$ cat src/rtl/sft_pkg.sv
package sft_pkg;
  // symbol and trellis geometry of the rate-3/4 code
  localparam int SYM_BITS = 4;
  localparam int ST_BITS  = 3;
  localparam int N_ST     = 1 << ST_BITS;
  localparam int STG_W    = $clog2(SYM_BITS);

  // code-bit columns whose check polynomial has a D or D^2 term
  localparam logic [SYM_BITS-1:0] TAP_D1 = 4'b1010;
  localparam logic [SYM_BITS-1:0] TAP_D2 = 4'b1100;

  // state flip applied when the branch bit at a stage is 1
  function automatic logic [ST_BITS-1:0] flip_mask(input logic [STG_W-1:0] stage);
    return {TAP_D2[stage], TAP_D1[stage], 1'b1};
  endfunction
endpackage

$ cat src/rtl/sft_minfind.sv
module sft_minfind #(
  parameter int MW = 6,
  parameter int N  = 8,
  localparam int IW = $clog2(N)
) (
  input  logic [N-1:0][MW-1:0] vals,
  output logic [IW-1:0]        idx
);
  logic [MW-1:0] best;

  // strict compare keeps the lowest index among equal minima
  always_comb begin
    best = vals[0];
    idx  = '0;
    for (int i = 1; i < N; i++) begin
      if (vals[i] < best) begin
        best = vals[i];
        idx  = IW'(i);
      end
    end
  end
endmodule

$ cat src/rtl/sft_acs.sv
module sft_acs
  import sft_pkg::*;
#(
  parameter int MW = 6
) (
  input  logic [STG_W-1:0]              stage,
  input  logic                          rbit,
  input  logic [N_ST-1:0][MW-1:0]       pm_in,
  output logic [N_ST-1:0][MW-1:0]       pm_out,
  output logic [N_ST-1:0][ST_BITS-1:0]  pred,
  output logic [N_ST-1:0]               ebit
);
  localparam logic [MW-1:0] SAT = '1;

  function automatic logic [MW-1:0] sat_add(input logic [MW-1:0] a, input logic b);
    return (a == SAT) ? SAT : a + MW'(b);
  endfunction

  logic [ST_BITS-1:0] msk;
  assign msk = flip_mask(stage);

  for (genvar t = 0; t < N_ST; t++) begin : g_cell
    localparam logic [ST_BITS-1:0] SELF = ST_BITS'(t);
    logic [ST_BITS-1:0] alt;
    logic [MW-1:0]      c_keep, c_flip;
    logic               take_flip;

    always_comb begin
      alt    = SELF ^ msk;
      c_keep = sat_add(pm_in[SELF], rbit);   // branch bit 0
      c_flip = sat_add(pm_in[alt], ~rbit);   // branch bit 1
      if (c_flip < c_keep)       take_flip = 1'b1;
      else if (c_flip == c_keep) take_flip = (alt < SELF);
      else                       take_flip = 1'b0;
    end

    assign pm_out[t] = take_flip ? c_flip : c_keep;
    assign pred[t]   = take_flip ? alt : SELF;
    assign ebit[t]   = take_flip;
  end
endmodule

$ cat src/rtl/sft_boundary.sv
module sft_boundary
  import sft_pkg::*;
#(
  parameter int MW = 6
) (
  input  logic [N_ST-1:0][MW-1:0] pm_in,
  output logic [N_ST-1:0][MW-1:0] pm_out
);
  localparam logic [MW-1:0] SAT  = '1;
  localparam int            HALF = N_ST / 2;

  logic [N_ST-1:0][MW-1:0] mapped;
  logic [ST_BITS-1:0]      lo_idx;
  logic [MW-1:0]           lo_val;

  // drop odd-parity states, shift the carries down, block the top half
  always_comb begin
    for (int n = 0; n < N_ST; n++) begin
      mapped[n] = (n >= HALF) ? SAT : pm_in[(n % HALF) * 2];
    end
  end

  sft_minfind #(.MW(MW), .N(N_ST)) u_min (
    .vals (mapped),
    .idx  (lo_idx)
  );

  assign lo_val = mapped[lo_idx];

  always_comb begin
    for (int n = 0; n < N_ST; n++) begin
      pm_out[n] = (mapped[n] == SAT) ? SAT : mapped[n] - lo_val;
    end
  end
endmodule

$ cat src/rtl/sft_survivor.sv
module sft_survivor
  import sft_pkg::*;
#(
  parameter int LEN_INT = 12,
  localparam int W = LEN_INT * SYM_BITS
) (
  input  logic                          clk,
  input  logic                          rst,
  input  logic                          step,
  input  logic                          last,
  input  logic [N_ST-1:0][ST_BITS-1:0]  pred,
  input  logic [N_ST-1:0]               ebit,
  input  logic [ST_BITS-1:0]            rd_sel,
  output logic [SYM_BITS-1:0]           rd_word
);
  localparam int HALF = N_ST / 2;

  logic [W-1:0] sv  [N_ST];
  logic [W-1:0] nxt [N_ST];

  always_comb begin
    for (int t = 0; t < N_ST; t++) begin
      nxt[t] = {sv[pred[t]][W-2:0], ebit[t]};
    end
  end

  always_ff @(posedge clk) begin
    if (rst) begin
      for (int n = 0; n < N_ST; n++) sv[n] <= '0;
    end else if (step) begin
      for (int n = 0; n < N_ST; n++) begin
        sv[n] <= last ? nxt[(n % HALF) * 2] : nxt[n];
      end
    end
  end

  // oldest interval sits at the top, first code bit highest
  always_comb begin
    for (int j = 0; j < SYM_BITS; j++) begin
      rd_word[j] = sv[rd_sel][W-1-j];
    end
  end

  // right after reset the oldest slot of every path is empty
  a_r10_clear_after_reset: assert property (@(posedge clk)
    $fell(rst) |-> (rd_word == '0));
endmodule

$ cat src/rtl/sft_decoder.sv
module sft_decoder
  import sft_pkg::*;
#(
  parameter int MW      = 6,
  parameter int LEN_INT = 12
) (
  input  logic                clk,
  input  logic                rst,
  input  logic                in_valid,
  input  logic [3:0]          in_sym,
  output logic                out_valid,
  output logic [3:0]          out_err,
  output logic [2:0]          out_info
);
  localparam logic [MW-1:0]    SAT      = '1;
  localparam logic [STG_W-1:0] LAST_STG = STG_W'(SYM_BITS - 1);

  logic                          run_q;
  logic [STG_W-1:0]              cnt_q;
  logic [SYM_BITS-1:0]           sym_q;
  logic                          done_q;
  logic [N_ST-1:0][MW-1:0]       pm_q;
  logic [N_ST-1:0][MW-1:0]       pm_acs, pm_bnd;
  logic [N_ST-1:0][ST_BITS-1:0]  pred;
  logic [N_ST-1:0]               ebit;
  logic [ST_BITS-1:0]            best_st;
  logic [SYM_BITS-1:0]           rd_word;
  logic                          last_stg;

  assign last_stg = run_q && (cnt_q == LAST_STG);

  sft_acs #(.MW(MW)) u_acs (
    .stage  (cnt_q),
    .rbit   (sym_q[cnt_q]),
    .pm_in  (pm_q),
    .pm_out (pm_acs),
    .pred   (pred),
    .ebit   (ebit)
  );

  sft_boundary #(.MW(MW)) u_bnd (
    .pm_in  (pm_acs),
    .pm_out (pm_bnd)
  );

  sft_survivor #(.LEN_INT(LEN_INT)) u_sv (
    .clk     (clk),
    .rst     (rst),
    .step    (run_q),
    .last    (last_stg),
    .pred    (pred),
    .ebit    (ebit),
    .rd_sel  (best_st),
    .rd_word (rd_word)
  );

  sft_minfind #(.MW(MW), .N(N_ST)) u_best (
    .vals (pm_q),
    .idx  (best_st)
  );

  // stage sequencer and metric store
  always_ff @(posedge clk) begin
    if (rst) begin
      run_q  <= 1'b0;
      cnt_q  <= '0;
      sym_q  <= '0;
      done_q <= 1'b0;
      for (int s = 0; s < N_ST; s++) pm_q[s] <= (s == 0) ? '0 : SAT;
    end else begin
      done_q <= last_stg;
      if (run_q) pm_q <= last_stg ? pm_bnd : pm_acs;
      if (in_valid) begin
        sym_q <= in_sym;
        run_q <= 1'b1;
        cnt_q <= '0;
      end else if (run_q) begin
        cnt_q <= cnt_q + 1'b1;
        if (last_stg) run_q <= 1'b0;
      end
    end
  end

  // registered result, one cycle after the interval closes
  always_ff @(posedge clk) begin
    if (rst) begin
      out_valid <= 1'b0;
      out_err   <= '0;
      out_info  <= '0;
    end else begin
      out_valid <= done_q;
      if (done_q) begin
        out_err  <= rd_word;
        out_info <= rd_word[SYM_BITS-1:1];
      end
    end
  end

  // a new symbol only while idle or in the final stage
  a_r2_spacing: assert property (@(posedge clk) disable iff (rst)
    in_valid |-> (!run_q || cnt_q == LAST_STG));

  // strobe follows the interval close and lasts one cycle
  a_r3_strobe_after_close: assert property (@(posedge clk) disable iff (rst)
    done_q |=> out_valid);
  a_r3_single_pulse: assert property (@(posedge clk) disable iff (rst)
    out_valid |=> !out_valid);

  // rebased metrics put the best state at zero
  a_r8_floor_zero: assert property (@(posedge clk) disable iff (rst)
    done_q |-> (pm_q[best_st] == '0));

  // states with the far carry set are unreachable at a boundary
  for (genvar n = N_ST / 2; n < N_ST; n++) begin : g_chk_top
    a_r7_top_blocked: assert property (@(posedge clk) disable iff (rst)
      done_q |-> (pm_q[n] == SAT));
  end
endmodule

$ cat config.mk
export PLATFORM = sky130hd
export DESIGN_NAME = sft_decoder
export DESIGN_NICKNAME = d
export VERILOG_FILES = /design/src/rtl/sft_pkg.sv /design/src/rtl/sft_minfind.sv /design/src/rtl/sft_acs.sv /design/src/rtl/sft_boundary.sv /design/src/rtl/sft_survivor.sv /design/src/rtl/sft_decoder.sv
export SDC_FILE = /design/constraint.sdc
export NUM_CORES = 2
export LEC_CHECK = 0
export BUFFER_PORTS_ARGS = -buffer_cell sky130_fd_sc_hd__buf_4
export CORE_AREA = 2 2 363 365
export DETAILED_ROUTE_END_ITERATION = 8
export DIE_AREA = 0 0 365 367
export HOLD_SLACK_MARGIN = 0.05
export PLACE_DENSITY = 0.64
export RECOVER_POWER = 50
export REMOVE_ABC_BUFFERS = 1
export SYNTH_ARGS = -nofsm -noshare
export SYNTH_HDL_FRONTEND = slang
export SYNTH_HIERARCHICAL = 1
export SYNTH_SLANG_ARGS = --single-unit
$ cat constraint.sdc
create_clock -name clk -period 19.9 [get_ports clk]
set_input_delay 1.99 -clock clk [delete_from_list [all_inputs] [get_ports clk]]
set_output_delay 1.99 -clock clk [all_outputs]
set_load 0.1 [all_outputs]
==> impl_metrics.ini <==
[outcome]
violations = capacitance limit, slew limit
status = complete, but fails checks

[place]
place_hpwl_um = 99200
pre_cts_slack_ns = 2.007
portBuffers = 14
globalplace.congestion = 0.8814
dpl-instance-area_um2 = 52760

[critical_path]
reg2reg_slack_ns = 1.71
path_max_fanout = 53
crit_buf_inv = 7
cp-start-kind = flip-flop
cpMostUsedCell = ha_1
path_delay_family = compound AO/OA/AOI/OAI gates
worstPathRequired_ns = 20.46
slowest_stage = buf_4
endpoint_kind = flip-flop
worstSetupPathType = reg -> reg
cp_slowest_stage_delay_ns = 0.68
crit_arrival_ns = 18.75

[yosys]
synth_area_um2 = 51780
avgSynthCellArea_um2 = 11.27
synth_seq_cells = 445
synth_edf_count = 384
ys_types = 100
yosysSeqAreaShare_pct = 24.63
synthCells = 4595
ys_warn_count = 6
synthArstFlopShare_pct = 0
ys.flop_type = edfxtp_1

[finish]
num-fill-cells = 12350
drive_above_1_share_pct = 20.38
syn2layout_area_growth_pct = 5.342
antenna_cells = 0
multi_input_area_um2 = 36440
final_area_um2 = 54550
seqCellArea_um2 = 12760
finalNetCount = 4547

[timing]
period_share_pct = 91.39
whs_ns = 0.5070
maxSlewViolCount = 525
final.setup.tns_ns = 0
setup_ws_ns = 1.713
clock.fmax_ghz = 0.05498
clock_skew_ns = 0.07051
worstMarginPinSlew_ns = 4.586
finalHoldViolations = 0
rsz0062_at_grt = false
maxSlewHeadroom_pct = -205.8
finalCriticalPeriod_ns = 18.19
setup_viol = 0

[cts]
insertion_delay_ns = 0.72
cts_sinks = 445
clk_root_buffer_cell = clkbuf_16
clk_pin_slew_ns = 0.05
hold_buffers = 0
htree_num_levels = 2
cts_buffers = 55
cts_tree = yes
cts.repair.resized = 0
cts_setup_buffers = 0
clockBufferDepth = 3

[die]
start_util_pct = 39.69
die_width_um = 365
die_height_um = 367
rows = 133
dieArea_um2 = 134000
io-pin-count = 15
coreArea_um2 = 130500

[detailed_routing]
vias = 42930
totalWireLength_um = 177300
postRouteAntennaNets = 0
drtIter0Drc = 6126
wire_per_inst_um = 28.66
dr.pass1.iters = 6
viasPerCell = 6.941
drc = 0

[grt]
grt_overflow = 0
grtUsageTotal_pct = 25.66
grt_max_degree = 135
antenna_found_initial = 4
grt_pass1_vias = 41700
grt_pass1_wl_um = 265600

[worst_hold_path]
hp-class = reg -> reg

[run]
cap_violations = 10
final timing paths:
path,from,to,cells after the start
worst min-delay path,sym_q[3],sym_q[3],2
worst min register to register,sym_q[3],sym_q[3],2
worst max-delay path,cnt_q[0],pm_q[23],77
worst max register to register,cnt_q[0],pm_q[23],77
layout by cell type, fill, tap and decap left out, types with 77 or more instances in the layout:
cell,instances
conb_1,77
nand2b_1,81
o22ai_1,150
mux4_2,408
nor3_1,93
nand3_1,102
inv_1,131
a21oi_1,109
edfxtp_1,384
a31o_1,84
nand2_1,139
o21ai_1,114
buf_4,89
mux2i_1,831
ha_1,149
mux2_2,115
a22oi_1,285
mux2i_4,85
nor2_1,190
layout make-up:
type | count | share of cell area [%]
repair buffers | 107 | 1.408
inverters | 134 | 0.9588
clock buffers | 72 | 2.739
well taps | 1755 | 4.026
multi-input cells | 3643 | 66.81
clock inverters | 29 | 0.6721
flip-flops and latches | 445 | 23.39
registers in the layout (all words and copies together), names as in the netlist:
register / flops
cnt_q: 2
sym_q: 4
out_valid: 1
out_err: 4
done_q: 1
u_sv/sv: 384
pm_q: 48
run_q: 1
routing by layer:
layer | routed length (µm) | GRT usage [%]
met5 | 23 | 0
met4 | 7356 | 10.41
met3 | 21240 | 5.881
met2 | 79150 | 39.40
met1 | 69520 | 34.79
stage by stage:
step,util (%),cells
detailed placement,40.44,6084
global placement,40.44,6084
CTS,41.87,6185
finish,41.81,6185
global route,41.81,6185
floorplan,-,4222
cell families after synthesis:
family | synth area share, %
compound gates | 14.96
xor+xnor | 1.066
fa+ha+maj | 3.936
buf+inv | 5.978
flops | 24.63
mux | 42.06
other cells | 0.007242
simple gates | 7.372
tightest hold or removal path: stages (launching register included):
cell	delay, ns
dfxtp_1	0.33
mux2i_1	0.07
nor2_1	0.07
cell usage after synthesis (51+ instances only):
library cell | number | area [µm²]
o211ai_1 | 71 | 533.0
o21ai_1 | 114 | 570.6
mux4_2 | 408 | 9189
clkbuf_1 | 158 | 593.1
buf_2 | 147 | 735.7
ha_1 | 150 | 1877
nand2b_1 | 86 | 538.0
buf_4 | 75 | 563.0
nand2_1 | 144 | 540.5
dfxtp_1 | 61 | 1221
edfxtp_1 | 384 | 11530
mux2i_4 | 85 | 1914
nor2_1 | 195 | 732.0
a22oi_1 | 285 | 2140
nand3_1 | 102 | 510.5
a31o_1 | 84 | 735.7
mux2_2 | 115 | 1295
nor3_1 | 93 | 465.5
a21oi_1 | 109 | 545.5
mux2i_1 | 831 | 8318
inv_1 | 134 | 503.0
o22ai_1 | 150 | 938.4
o21ai_0 | 63 | 315.3
buf_6 | 51 | 574.3
Power is not shown: default switching activity piles up to over one toggle a cycle in this logic, so the estimate is an artifact.
